### src/rtl/i2c_cr_pkg.sv
package i2c_cr_pkg;
  localparam int DW      = 8;
  localparam int AW      = 2;
  localparam int CODE_W  = 5;
  localparam int PRESC_W = 2;

  localparam logic [AW-1:0] A_CTRL = 2'd0;
  localparam logic [AW-1:0] A_STAT = 2'd1;
  localparam logic [AW-1:0] A_DATA = 2'd2;
  localparam logic [AW-1:0] A_RATE = 2'd3;

  localparam int B_DONE = 7;
  localparam int B_ACK  = 6;
  localparam int B_STA  = 5;
  localparam int B_STO  = 4;
  localparam int B_WCOL = 3;
  localparam int B_EN   = 2;
  localparam int B_IE   = 0;

  localparam logic [CODE_W-1:0] CODE_IDLE = '1;
endpackage

### src/rtl/i2c_cr_flags.sv
module i2c_cr_flags (
  input  logic clk,
  input  logic rst_n,
  input  logic hw_done,
  input  logic sw_release,
  input  logic dat_wr,
  input  logic ie,
  output logic done,
  output logic wcol,
  output logic go,
  output logic irq,
  output logic dat_accept
);
  logic done_q, done_n, wcol_q, wcol_n, go_q, go_n;

  always_comb begin
    done_n = done_q;
    go_n   = 1'b0;
    if (hw_done) begin
      done_n = 1'b1;
    end else if (sw_release && done_q) begin
      done_n = 1'b0;
      go_n   = 1'b1;
    end
    wcol_n = wcol_q;
    if (dat_wr) wcol_n = !done_q;
  end

  always_ff @(posedge clk or negedge rst_n) begin
    if (!rst_n) begin
      done_q <= 1'b0;
      wcol_q <= 1'b0;
      go_q   <= 1'b0;
    end else begin
      done_q <= done_n;
      wcol_q <= wcol_n;
      go_q   <= go_n;
    end
  end

  assign done       = done_q;
  assign wcol       = wcol_q;
  assign go         = go_q;
  assign irq        = done_q & ie;
  assign dat_accept = dat_wr & done_q;
endmodule

### src/rtl/i2c_cr_seq.sv
module i2c_cr_seq (
  input  logic clk,
  input  logic rst_n,
  input  logic ctrl_wr,
  input  logic wr_sta,
  input  logic wr_sto,
  input  logic wr_en,
  input  logic en,
  input  logic is_master,
  input  logic bus_free,
  input  logic stop_done,
  output logic start_pend,
  output logic sto,
  output logic cmd_start,
  output logic cmd_stop,
  output logic cmd_slave_reset
);
  logic pend_q, pend_n, sto_q, sto_n, stp_q, stp_n, srst_q, srst_n;
  logic fire;

  assign fire = pend_q & bus_free & en;

  always_comb begin
    pend_n = pend_q;
    sto_n  = sto_q;
    stp_n  = 1'b0;
    srst_n = 1'b0;
    if (fire) pend_n = 1'b0;
    if (stop_done) sto_n = 1'b0;
    if (ctrl_wr) begin
      if (!wr_en) begin
        pend_n = 1'b0;
        sto_n  = 1'b0;
      end else begin
        if (wr_sta) pend_n = 1'b1;
        if (wr_sto) begin
          if (is_master) begin
            sto_n = 1'b1;
            stp_n = 1'b1;
          end else begin
            sto_n  = 1'b0;
            srst_n = 1'b1;
          end
        end
      end
    end
  end

  always_ff @(posedge clk or negedge rst_n) begin
    if (!rst_n) begin
      pend_q <= 1'b0;
      sto_q  <= 1'b0;
      stp_q  <= 1'b0;
      srst_q <= 1'b0;
    end else begin
      pend_q <= pend_n;
      sto_q  <= sto_n;
      stp_q  <= stp_n;
      srst_q <= srst_n;
    end
  end

  assign start_pend      = pend_q;
  assign sto             = sto_q;
  assign cmd_start       = fire;
  assign cmd_stop        = stp_q;
  assign cmd_slave_reset = srst_q;
endmodule

### src/rtl/i2c_cr_bank.sv
module i2c_cr_bank
  import i2c_cr_pkg::*;
(
  input  logic              clk,
  input  logic              rst_n,
  input  logic              ctrl_wr,
  input  logic              stat_wr,
  input  logic              rate_wr,
  input  logic              dat_accept,
  input  logic [DW-1:0]     wdata,
  input  logic              hw_done,
  input  logic [CODE_W-1:0] hw_code,
  output logic              ack_en,
  output logic              sta,
  output logic              en,
  output logic              ie,
  output logic [CODE_W-1:0] code,
  output logic [PRESC_W-1:0] presc,
  output logic [DW-1:0]     data,
  output logic [DW-1:0]     rate
);
  logic              ack_q, sta_q, en_q, ie_q;
  logic              ack_n, sta_n, en_n, ie_n;
  logic [CODE_W-1:0] code_q, code_n;
  logic [PRESC_W-1:0] presc_q, presc_n;
  logic [DW-1:0]     data_q, data_n, rate_q, rate_n;

  always_comb begin
    ack_n   = ack_q;
    sta_n   = sta_q;
    en_n    = en_q;
    ie_n    = ie_q;
    code_n  = code_q;
    presc_n = presc_q;
    data_n  = data_q;
    rate_n  = rate_q;
    if (ctrl_wr) begin
      ack_n = wdata[B_ACK];
      sta_n = wdata[B_STA];
      en_n  = wdata[B_EN];
      ie_n  = wdata[B_IE];
    end
    if (stat_wr)    presc_n = wdata[PRESC_W-1:0];
    if (rate_wr)    rate_n  = wdata;
    if (dat_accept) data_n  = wdata;
    if (hw_done)    code_n  = hw_code;
  end

  always_ff @(posedge clk or negedge rst_n) begin
    if (!rst_n) begin
      ack_q   <= 1'b0;
      sta_q   <= 1'b0;
      en_q    <= 1'b0;
      ie_q    <= 1'b0;
      code_q  <= CODE_IDLE;
      presc_q <= '0;
      data_q  <= '0;
      rate_q  <= '0;
    end else begin
      ack_q   <= ack_n;
      sta_q   <= sta_n;
      en_q    <= en_n;
      ie_q    <= ie_n;
      code_q  <= code_n;
      presc_q <= presc_n;
      data_q  <= data_n;
      rate_q  <= rate_n;
    end
  end

  assign ack_en = ack_q;
  assign sta    = sta_q;
  assign en     = en_q;
  assign ie     = ie_q;
  assign code   = code_q;
  assign presc  = presc_q;
  assign data   = data_q;
  assign rate   = rate_q;
endmodule

### src/rtl/i2c_ctrl_regs.sv
module i2c_ctrl_regs
  import i2c_cr_pkg::*;
(
  input  logic               clk,
  input  logic               rst_n,
  input  logic               reg_sel,
  input  logic               reg_wr,
  input  logic [AW-1:0]      reg_addr,
  input  logic [DW-1:0]      reg_wdata,
  output logic [DW-1:0]      reg_rdata,
  input  logic               eng_done,
  input  logic [CODE_W-1:0]  eng_code,
  input  logic               eng_stop_done,
  input  logic               eng_bus_free,
  input  logic               eng_master,
  output logic               irq,
  output logic               cmd_go,
  output logic               cmd_start,
  output logic               cmd_stop,
  output logic               cmd_slave_reset,
  output logic               eng_enable,
  output logic               eng_ack_en,
  output logic [DW-1:0]      tx_data,
  output logic [DW-1:0]      rate_div,
  output logic [PRESC_W-1:0] prescale_sel
);
  logic rst_s1, rst_q;
  always_ff @(posedge clk or negedge rst_n) begin
    if (!rst_n) begin
      rst_s1 <= 1'b0;
      rst_q  <= 1'b0;
    end else begin
      rst_s1 <= 1'b1;
      rst_q  <= rst_s1;
    end
  end

  logic wr_any, ctrl_wr, stat_wr, dat_wr, rate_wr, sw_release, dat_accept;
  assign wr_any     = reg_sel & reg_wr;
  assign ctrl_wr    = wr_any && (reg_addr == A_CTRL);
  assign stat_wr    = wr_any && (reg_addr == A_STAT);
  assign dat_wr     = wr_any && (reg_addr == A_DATA);
  assign rate_wr    = wr_any && (reg_addr == A_RATE);
  assign sw_release = ctrl_wr & reg_wdata[B_DONE];

  logic flag_done, flag_wcol, start_pend, sto_bit, sta_bit, en_bit, ie_bit;
  logic [CODE_W-1:0] code;

  i2c_cr_flags u_flags (
    .clk        (clk),
    .rst_n      (rst_q),
    .hw_done    (eng_done),
    .sw_release (sw_release),
    .dat_wr     (dat_wr),
    .ie         (ie_bit),
    .done       (flag_done),
    .wcol       (flag_wcol),
    .go         (cmd_go),
    .irq        (irq),
    .dat_accept (dat_accept)
  );

  i2c_cr_seq u_seq (
    .clk             (clk),
    .rst_n           (rst_q),
    .ctrl_wr         (ctrl_wr),
    .wr_sta          (reg_wdata[B_STA]),
    .wr_sto          (reg_wdata[B_STO]),
    .wr_en           (reg_wdata[B_EN]),
    .en              (en_bit),
    .is_master       (eng_master),
    .bus_free        (eng_bus_free),
    .stop_done       (eng_stop_done),
    .start_pend      (start_pend),
    .sto             (sto_bit),
    .cmd_start       (cmd_start),
    .cmd_stop        (cmd_stop),
    .cmd_slave_reset (cmd_slave_reset)
  );

  i2c_cr_bank u_bank (
    .clk        (clk),
    .rst_n      (rst_q),
    .ctrl_wr    (ctrl_wr),
    .stat_wr    (stat_wr),
    .rate_wr    (rate_wr),
    .dat_accept (dat_accept),
    .wdata      (reg_wdata),
    .hw_done    (eng_done),
    .hw_code    (eng_code),
    .ack_en     (eng_ack_en),
    .sta        (sta_bit),
    .en         (en_bit),
    .ie         (ie_bit),
    .code       (code),
    .presc      (prescale_sel),
    .data       (tx_data),
    .rate       (rate_div)
  );

  assign eng_enable = en_bit;

  always_comb begin
    unique case (reg_addr)
      A_CTRL:  reg_rdata = {flag_done, eng_ack_en, sta_bit, sto_bit,
                            flag_wcol, en_bit, 1'b0, ie_bit};
      A_STAT:  reg_rdata = {code, 1'b0, prescale_sel};
      A_DATA:  reg_rdata = tx_data;
      default: reg_rdata = rate_div;
    endcase
  end
endmodule

### config.mk
export PLATFORM = sky130hd
export DESIGN_NAME = i2c_ctrl_regs
export DESIGN_NICKNAME = d
export VERILOG_FILES = /design/src/rtl/i2c_cr_pkg.sv /design/src/rtl/i2c_cr_flags.sv /design/src/rtl/i2c_cr_seq.sv /design/src/rtl/i2c_cr_bank.sv /design/src/rtl/i2c_ctrl_regs.sv
export SDC_FILE = /design/constraint.sdc
export NUM_CORES = 1
export LEC_CHECK = 0
export BUFFER_PORTS_ARGS = -buffer_cell sky130_fd_sc_hd__clkbuf_2
export CORE_ASPECT_RATIO = 0.8
export CORE_MARGIN = 3
export CORE_UTILIZATION = 30
export CTS_CLUSTER_DIAMETER = 150
export DETAILED_ROUTE_END_ITERATION = 10
export SLEW_MARGIN = 20
export SYNTH_ARGS = -nofsm -noshare
export SYNTH_HDL_FRONTEND = slang
export SYNTH_SLANG_ARGS = --single-unit
### constraint.sdc
create_clock -name clk -period 1.1 [get_ports clk]
set_clock_uncertainty 0.1 [all_clocks]
set_input_delay 0.055 -clock clk [delete_from_list [all_inputs] [get_ports clk]]
set_output_delay 0.055 -clock clk [all_outputs]
set_load 0.01 [all_outputs]
After elaboration in Yosys (flattened, before gate mapping)
Cells that the tools add are included.
{"block": "classes", "n_eq_ne": 3, "reduce_logical": 8, "bitwise_logic": 6, "muxes": 21}
{"operator": "8-bit case mux with 3 select lines", "n": 1}
{"operator": "1-bit two-way mux", "n": 20}
{"operator": "1-bit AND", "n": 6}
{"operator": "1-bit logical AND", "n": 5}
{"operator": "2-bit == test, second input constant", "n": 2}
{"operator": "2-bit by 1-bit == test with 1-bit output, second input constant", "n": 1}
{"operator": "2-bit logical NOT", "n": 1}
{"operator": "2-bit nonzero test", "n": 1}
{"operator": "1-bit logical NOT", "n": 1}
{"block": "totals", "output_inout_bits": 33, "in_bits": 23, "regBits": 36}

Depth between registers and ports, before layout
Gate-level depths: netlist of the first run.
{"block": "logic_depth", "word_depth": 6, "mapped_depth": 4, "depth_no_buf": 3}

Cells and area by module
A second synthesis of the first run with hierarchy kept.
{"block": "unflattened", "hier_cells": 107, "hier_area_um2": 1687.9}
{"mod": "i2c_cr_bank", "area_each_um2": 1068.5, "instances": 1, "cells_per_inst": 56}
{"mod": "i2c_ctrl_regs", "area_each_um2": 324.1, "instances": 1, "cells_per_inst": 24}
{"mod": "i2c_cr_seq", "area_each_um2": 172.7, "instances": 1, "cells_per_inst": 16}
{"mod": "i2c_cr_flags", "area_each_um2": 122.6, "instances": 1, "cells_per_inst": 11}

Worst setup path before layout of the first run
OpenSTA, ideal clock, no wires.
{"block": "synth_timing", "path_kind": "reg-to-reg", "from": "reg u_flags.done_q (netlist: u_flags.done)", "to": "reg u_bank.data_q[0] (netlist: u_bank.data[0])", "setup_time_ns": 0.125, "slack_ns": -0.004, "n_path_buf": 0, "path_stages_with_launch": 3, "t_arrival_ns": 0.879, "cell_sequence": "dfrtp_1 -> nand2_2 -> mux2_2"}
{"block": "synth_between", "elab_chain_len": 1}
{"item": "start, declared", "line": "i2c_cr_flags.sv:14", "text": "logic done_q, done_n, wcol_q, wcol_n, go_q, go_n;"}
{"item": "start signal, assigned", "line": "i2c_cr_flags.sv:35", "text": "done_q <= done_n;"}
{"item": "1-bit AND", "line": "i2c_cr_flags.sv:45", "text": "assign dat_accept = dat_wr & done_q;"}
{"item": "end signal, assigned", "line": "i2c_cr_bank.sv:66", "text": "data_q <= data_n;"}
{"item": "end, declared", "line": "i2c_cr_bank.sv:26", "text": "logic [DW-1:0] data_q, data_n, rate_q, rate_n;"}
No other way between the ends.
A chain may end at the register's enable or synchronous reset.

Worst setup path in the final report of the first run
{"block": "layout_timing", "from": "reg u_bank.rate_q[5] (netlist: u_bank.rate[5])", "to": "out reg_rdata[5]"}
{"block": "layout_between", "elab_chain_len": 1}
{"item": "start, declared", "line": "i2c_cr_bank.sv:26"}
{"item": "start signal, assigned", "line": "i2c_cr_bank.sv:67", "text": "rate_q <= rate_n;"}
{"item": "8-bit case mux with 3 select lines", "line": "i2c_ctrl_regs.sv:104", "text": "unique case (reg_addr)"}
{"item": "end, declared", "line": "i2c_ctrl_regs.sv:10", "text": "output logic [DW-1:0] reg_rdata,"}
No other way between the ends.

==> results of run 1 <==
[worst min-delay path: cells and delay by family]
kind / cells / cell delay, ps
AO/OA/AOI/OAI: 2 / 160
buffers and inverters: 1 / 90
AND/OR/NAND/NOR: 1 / 60
[per-layer routing]
| metal | track usage, % | share of wire [%] |
|---|---|---|
| met2 | 24.9 | 49 |
| met5 | 0 | 0 |
| met1 | 19.2 | 43 |
| met4 | 5.19 | 1.4 |
| met3 | 4.19 | 5.8 |
[state kept, by name (all words and copies together) (netlist names)]
signal / flops
u_bank.sta: 1
u_bank.data: 8
u_seq.start_pend: 1
u_bank.code: 5
u_bank.ack_en: 1
u_seq.cmd_slave_reset: 1
rst_s1: 1
u_flags.done: 1
u_seq.sto: 1
u_flags.wcol: 1
u_bank.ie: 1
u_flags.go: 1
u_bank.rate: 8
u_bank.en: 1
u_bank.presc: 2
u_seq.cmd_stop: 1
rst_q: 1
[repair_timing]
item	in CTS	in global routing
gates cloned	1	0
pin swaps	2	0
setup endpoints to repair	18	39
resized for setup	10	57
hold endpoints to repair	34	0
hold buffers	18	0
setup buffers	8	8
[through the flow]
step,hold slack [ps],cells,worst slack (ps),setup TNS (ps)
after floorplan,-341,103,22.7,0
after global placement,-259,245,-140,-3240
after detailed placement,-259,245,-175,-4040
after CTS,13.0,280,-358,-4230
after global routing,81.6,277,-397,-4370
final,19.6,277,-349,-3560
[cell families (layout without fill, tap and decap cells)]
family	Yosys count	after routing
AND/OR/NAND/NOR	17	18
multiplexers	34	34
buffers and inverters	6	119
other	1	1
flip-flops	36	36
AO/OA/AOI/OAI	9	9
[power groups by stage]
stage / Clock (mW) / Sequential, mW / Combinational [mW]
after floorplan: 0 / 1.80 / 0.397
after CTS: 0.922 / 1.67 / 1.35
final: 0.883 / 1.70 / 1.56
after global placement: 0 / 1.70 / 1.12
after global routing: 0.975 / 1.73 / 1.68
after detailed placement: 0 / 1.70 / 1.15
[cell usage after synthesis]
cell type,instances
a22oi_1,1
a21o_1,1
mux4_2,6
inv_1,2
dfrtp_1,31
o21a_1,1
nand4b_1,1
nand4_2,1
buf_4,2
nor3b_1,1
a31o_2,1
clkbuf_1,1
and4b_1,1
conb_1,1
nand2_1,5
a21oi_1,1
o21ai_0,3
and4_4,1
and3_1,1
dfstp_2,5
a22o_1,1
nor2_1,2
nand2_2,1
and2_1,1
nand3_1,1
nor4bb_1,1
buf_2,1
mux2_2,28
[layout make-up]
class / instances / area (um2)
inverters: 2 / 7.51
repair buffers: 109 / 923
flip-flops and latches: 36 / 910
well taps: 60 / 75.1
fillers: 415 / 2120
clock buffers: 8 / 80.1
multi-input cells: 62 / 678
[worst paths after layout]
check / from / to / depth (start not counted)
max in group asynchronous: rst_n / rst_q$_DFF_PN0_ / 3
min reg2reg: rst_q$_DFF_PN0_ / u_seq.cmd_stop$_DFF_PN0_ / 1
min in group asynchronous: rst_q$_DFF_PN0_ / u_seq.cmd_stop$_DFF_PN0_ / 1
max reg2reg: u_flags.done$_DFFE_PN0P_ / u_bank.data[3]$_DFFE_PN0P_ / 3
min: eng_bus_free / u_seq.start_pend$_DFF_PN0_ / 4
max: u_bank.rate[5]$_DFFE_PN0P_ / reg_rdata[5] / 2
==> out/metrics.yaml, run 1 <==
core_area_um2: 4790
portBuffers: 55
final_nets: 239
cp_top_family: "multiplexers"
synth_fa_ha_area_share_pct: 0
leakagePower_nw: 1.27
gp_congestion: 0.788
intPower_mw: 3.02
drive_above_1_share_pct: 66.8
net-switching-power_mw: 1.13
power_frac_seq_pct: 41.0
overflow: 0
htree_levels: 2
diodes: 0
post_dp_cell_area_um2: 2160
io_pins: 56
layout_common_cells: "36 x clkbuf_2, 34 x buf_6, 29 x dfrtp_1"
hp-class: "input port to flop"
cts.sinks: 36
via_per_inst: 4.64
crit_fanout: 2
synth_xor_area_share_pct: 0
synth_compound_area_share_pct: 3.84
ys_top_cells_by_area: "dfrtp_1 50%, mux2_2 20%, mux4_2 8.6%"
fp.dieW_um: 86.7
max_stage_delay_ps: 470
cts_buffers: 5
layout_setup_ws_ps: -349
grt_first_pass_wirelength_mm: 7.07
utilization_pct: 55.8
dieArea_um2: 6120
violations: "negative setup slack"
fmax_ghz: 0.690
period_minus_slack_ps: 1450
cts-root-buf: "clkbuf_8"
yosysTopAreaCell: "dfrtp_1"
ys_ff_latch: 36
row_count: 22
antenna_found_initial: 0
critPathKind: "flop to primary output"
final_common_cell: "clkbuf_2"
avgSynthCellArea_um2: 15.2
ys_seq_area_share_pct: 58.0
grt_max_degree: 35
setup_viol: 20
cts_tree: "built"
crit_path_end_kind: "primary output"
final_cell_area_um2: 2670
drv_slew: 0
crit_buf_inv: 1
synthCells: 103
crit_required_ps: 940
post_drt_wl_per_cell_um: 15.5
fin_crit_sh_pct: 132
drt_first_pass_iters: 4
post_synth_and_or_nand_nor_area_fraction_pct: 7.05
r2r_slack_ps: -110
synthMuxAreaShare_pct: 28.8
clk_latency_ps: 280
die_y_um: 70.6
start_kind: "flop"
synth_cell_types: 28
first_iter_violations: 42
yosysTopAreaCellShare_pct: 49.6
p_per_area_nw_per_um2: 1550
cts_buffer_depth: 2
clkPwrFrac_pct: 21.3
rsz0062_at_grt: "yes"
status: "complete, but fails checks"
synth_top_family_by_area: "multiplexers"
drc: 0
ir_worst_vdd_mv: 0.903
syn2layout_area_growth_pct: 71.1
slowest_stage: "mux4_2"
p_sw_share_pct: 27.2
crit_arrival_ps: 1290
start_util_pct: 32.6
antenna_left: 0
cap_viol_max_count: 0
dp_hpwl_mm: 3.04
vias: 1284
drt_wl_total_mm: 4.29
syn_nets: 126
hold_viol: 0
power_mw: 4.14
combPwrFrac_pct: 37.7
grt_pass1_vias: 1419
yosys_warnings: 0
syn_area_um2: 1560
clkTransAtPathRegs_ps: 70
crit_chain: "mux4_2 > clkbuf_2"
grt_usage_pct: 15.1
No activity file was read; power rests on OpenSTA's default activity.
==> run 2: changes to the inputs <==
Settings changed: PLACE_DENSITY_LB_ADDON from default to 0.05, TNS_END_PERCENT from default to 5.
Clock period 1.1 ns to 1.2 ns, I/O delays scaled along.
==> out/metrics.yaml, run 2 (synthesis gave the netlist of run 1 again) <==
post_drt_wl_per_cell_um: 15.3
antenna_found_initial: 0
start_kind: "flop"
grt_util_met2_pct: 21.1
row_count: 22
clk_latency_ps: 280
final_cells: 270
start_util_pct: 32.6
critPathKind: "flop to primary output"
grt_pass1_vias: 1287
clkTransAtPathRegs_ps: 70
gp_congestion: 0.746
crit_path_end_kind: "primary output"
first_iter_violations: 37
drc: 0
grt_max_degree: 35
crit_required_ps: 1040
dieArea_um2: 6120
fin_crit_sh_pct: 120
cts_buffers: 5
die_y_um: 70.6
dp.cells: 235
drt_first_pass_iters: 4
drt_wl_total_mm: 4.13
violations: "negative setup slack"
cts_tree: "built"
final_nets: 232
vias: 1237
cts.sinks: 36
layout_common_cells: "55 x clkbuf_2, 31 x dfrtp_1, 27 x buf_4"
p_per_area_nw_per_um2: 1520
fmax_ghz: 0.692
dp_hpwl_mm: 2.94
diodes: 0
hold_viol: 0
grt.busiest_layer: "met2"
cts_buffer_depth: 2
cap_viol_max_count: 0
crit_fanout: 2
power_mw: 3.80
io_pins: 56
portBuffers: 55
leakagePower_nw: 1.23
grt_usage_pct: 14.2
rsz0062_at_grt: "yes"
fp.dieW_um: 86.7
drive_above_1_share_pct: 66.2
status: "complete, but fails checks"
hp-class: "input port to flop"
grt_util_met1_pct: 19.5
utilization_pct: 52.2
antenna_left: 0
via_per_inst: 4.58
drv_slew: 0
period_minus_slack_ps: 1450
syn2layout_area_growth_pct: 59.9
ir_worst_vdd_mv: 0.725
grt_first_pass_wirelength_mm: 6.51
grt_util_met3_pct: 5.24
cts-root-buf: "clkbuf_8"
core_area_um2: 4790
htree_levels: 2
final_common_cell: "clkbuf_2"
setup_viol: 17
layout_setup_ws_ps: -246
crit_arrival_ps: 1290
overflow: 0
run 2: cell count changes in the layout (fill, tap and decap cells not counted), moves of 2 or more:
cell / delta
clkbuf_8: +2
clkbuf_2: +19
mux2_4: +5
mux2_2: -5
clkbuf_1: -3
dfrtp_1: +2
dfrtp_2: -2
buf_4: +9
buf_6: -32
run 2: final cells by class:
type | count | area [um2]
Multi-Input combinational cell | 61 | 682
Inverter | 2 | 7.51
Clock buffer | 7 | 96.3
Clock inverter | 1 | 30.0
Fill cell | 454 | 2290
Timing Repair Buffer | 103 | 701
Tap cell | 60 | 75.1
Sequential cell | 36 | 907
run 2: worst paths after layout:
kind | start | end | slack, ps | cells after the start
worst max-delay path | u_bank.rate[0]$_DFFE_PN0P_ | reg_rdata[0] | -250 | 2
worst min-delay path | eng_bus_free | u_seq.start_pend$_DFF_PN0_ | 50 | 4
worst max register to register | u_flags.done$_DFFE_PN0P_ | u_bank.data[3]$_DFFE_PN0P_ | -120 | 4
max in group asynchronous | rst_n | rst_q$_DFF_PN0_ | 350 | 3
worst min register to register | rst_q$_DFF_PN0_ | u_bank.ack_en$_DFFE_PN0P_ | 130 | 1
min in group asynchronous | rst_q$_DFF_PN0_ | u_bank.ack_en$_DFFE_PN0P_ | 130 | 1
run 2: report_power, final:
group	leakage (nW)	switching [mW]	internal [mW]
Clock	0.0645	0.425	0.733
Sequential	0.430	0.121	1.43
Combinational	0.738	0.435	0.657
run 2: through the flow:
step                      TNS, ps  instance area (um2)  hold WS [ps]  setup slack (ps)
after global routing        -3400                 2500          59.9              -302
after floorplan                 0                 1560          -336              33.1
after global placement       -722                 2070          -254             -84.7
after detailed placement     -900                 2070          -253             -85.2
final                       -2670                 2500          52.6              -246
after CTS                   -2040                 2430          37.3              -269
run 2: metal layers:
| layer | up-vias | share of wire, % | wire (um) |
|---|---|---|---|
| li1 | 588 | - | - |
| met1 | 603 | 48 | 1970 |
| met2 | 40 | 45 | 1860 |
| met3 | 6 | 6.2 | 255 |
| met4 | 0 | 1.0 | 43 |
| met5 | - | 0 | 0 |
run 2: critical path, cell delays in order, from the launching register on:
cell and delay [ps]:
dfrtp_1 380, mux4_2 480, clkbuf_2 140
run 2: what timing repair did:
item,in CTS,in global routing
hold buffers,18,0
cloned,0,0
endpoints found under the hold margin,31,0
pin swaps,1,0
resized for setup,6,9
buffers inserted,4,5
endpoints found under the setup margin,17,18
==> run 3: changes to the inputs <==
Settings changed: TNS_END_PERCENT 5 to 30.
==> out/metrics.yaml, run 3 (synthesis gave the netlist of run 1 again) <==
start_kind: "flop"
cts_buffers: 5
portBuffers: 55
net-switching-power_mw: 0.991
final_common_cell: "clkbuf_2"
drv_slew: 0
start_util_pct: 32.6
rsz0062_at_grt: "yes"
grt_usage_pct: 14.2
die_y_um: 70.6
clk_latency_ps: 290
drt_wl_total_mm: 4.15
gp_congestion: 0.746
dieArea_um2: 6120
crit_path_end_kind: "primary output"
hold_viol: 0
htree_levels: 2
first_iter_violations: 44
power_mw: 3.83
hp-class: "input port to flop"
io_pins: 56
clkTransAtPathRegs_ps: 70
cts_tree: "built"
cap_viol_max_count: 0
fp.dieW_um: 86.7
grt_max_degree: 35
fmax_ghz: 0.690
cts_buffer_depth: 2
post_dp_cell_area_um2: 2070
overflow: 0
p_sw_share_pct: 25.9
power_frac_seq_pct: 40.3
layout_setup_ws_ps: -248
crit_fanout: 2
grt_first_pass_wirelength_mm: 6.53
dp_hpwl_mm: 2.94
critPathKind: "flop to primary output"
crit_required_ps: 1040
clkPwrFrac_pct: 30.3
drt_first_pass_iters: 4
fin_crit_sh_pct: 121
setup_viol: 19
status: "complete, but fails checks"
layout_common_cells: "55 x clkbuf_2, 31 x dfrtp_1, 30 x buf_4"
row_count: 22
drc: 0
via_per_inst: 4.60
p_per_area_nw_per_um2: 1520
diodes: 0
period_minus_slack_ps: 1450
post_drt_wl_per_cell_um: 15.2
grt_pass1_vias: 1306
final_nets: 235
antenna_found_initial: 0
cts-root-buf: "clkbuf_8"
dp.cells: 235
intPower_mw: 2.84
final_cells: 273
final_cell_area_um2: 2520
combPwrFrac_pct: 29.4
vias: 1255
cts.sinks: 36
ir_worst_vdd_mv: 0.755
violations: "negative setup slack"
syn2layout_area_growth_pct: 61.3
drive_above_1_share_pct: 66.7
leakagePower_nw: 1.25
core_area_um2: 4790
antenna_left: 0
crit_arrival_ps: 1290
==> run 3: changes by cell type in the layout (fill, tap and decap cells not counted) <==
cell,delta
buf_4,+3
==> run 3: path summary, 6_finish.rpt <==
| check | start | endpoint | slack, ps | depth (start not counted) |
|---|---|---|---|---|
| hold reg to reg | rst_q$_DFF_PN0_ | u_bank.ie$_DFFE_PN0P_ | 130 | 1 |
| hold / removal | eng_bus_free | u_seq.start_pend$_DFF_PN0_ | 60 | 4 |
| max in group asynchronous | rst_n | rst_q$_DFF_PN0_ | 360 | 3 |
| setup reg to reg | u_flags.done$_DFFE_PN0P_ | u_bank.data[3]$_DFFE_PN0P_ | -120 | 4 |
| setup / recovery | u_bank.rate[0]$_DFFE_PN0P_ | reg_rdata[0] | -250 | 2 |
| min in group asynchronous | rst_q$_DFF_PN0_ | u_bank.ie$_DFFE_PN0P_ | 130 | 1 |
==> run 3: cell type report <==
| type | count | area (um2) |
|---|---|---|
| fillers | 450 | 2270 |
| inverters | 2 | 7.51 |
| multi-input cells | 61 | 682 |
| repair buffers | 106 | 723 |
| well taps | 60 | 75.1 |
| clock buffers | 7 | 96.3 |
| flip-flops and latches | 36 | 907 |
| clock inverters | 1 | 30.0 |
==> run 3: repair_timing <==
| item | CTS | global route |
|---|---|---|
| endpoints found under the setup margin | 17 | 18 |
| pin swaps | 1 | 0 |
| setup buffers | 6 | 6 |
| endpoints found under the hold margin | 31 | 0 |
| resized for setup | 6 | 9 |
| hold buffers | 18 | 0 |
==> run 3: metrics by stage <==
| step | worst slack, ps | utilization (%) | TNS [ps] | hold slack (ps) |
|---|---|---|---|---|
| floorplan | 33.1 | - | 0 | -336 |
| global placement | -84.7 | 43.1 | -722 | -254 |
| detailed placement | -85.2 | 43.1 | -900 | -253 |
| CTS | -269 | 51.0 | -2030 | 37.3 |
| global route | -302 | 52.6 | -3480 | 59.9 |
| finish | -248 | 52.6 | -2670 | 60.2 |
==> run 3: power groups by stage <==
| stage | clock network, mW | logic, mW | registers (mW) |
|---|---|---|---|
| floorplan | 0 | 0.363 | 1.65 |
| detailed placement | 0 | 0.916 | 1.58 |
| finish | 1.16 | 1.13 | 1.55 |
| global route | 1.25 | 1.22 | 1.57 |
| CTS | 1.21 | 1.05 | 1.55 |
| global placement | 0 | 0.902 | 1.57 |
==> run 3: routing by layer <==
| metal | track usage [%] | vias up | part of all wire [%] |
|---|---|---|---|
| met5 | 0 | - | 0 |
| met3 | 5.36 | 6 | 6.4 |
| met1 | 19.4 | 611 | 47 |
| met4 | 4.15 | 0 | 1.0 |
| met2 | 21.1 | 43 | 46 |
| li1 | - | 595 | - |
==> run 3: critical path, stage by stage, from the launching register on <==
cell and delay [ps]:
dfrtp_1 380, mux4_2 480, clkbuf_2 140
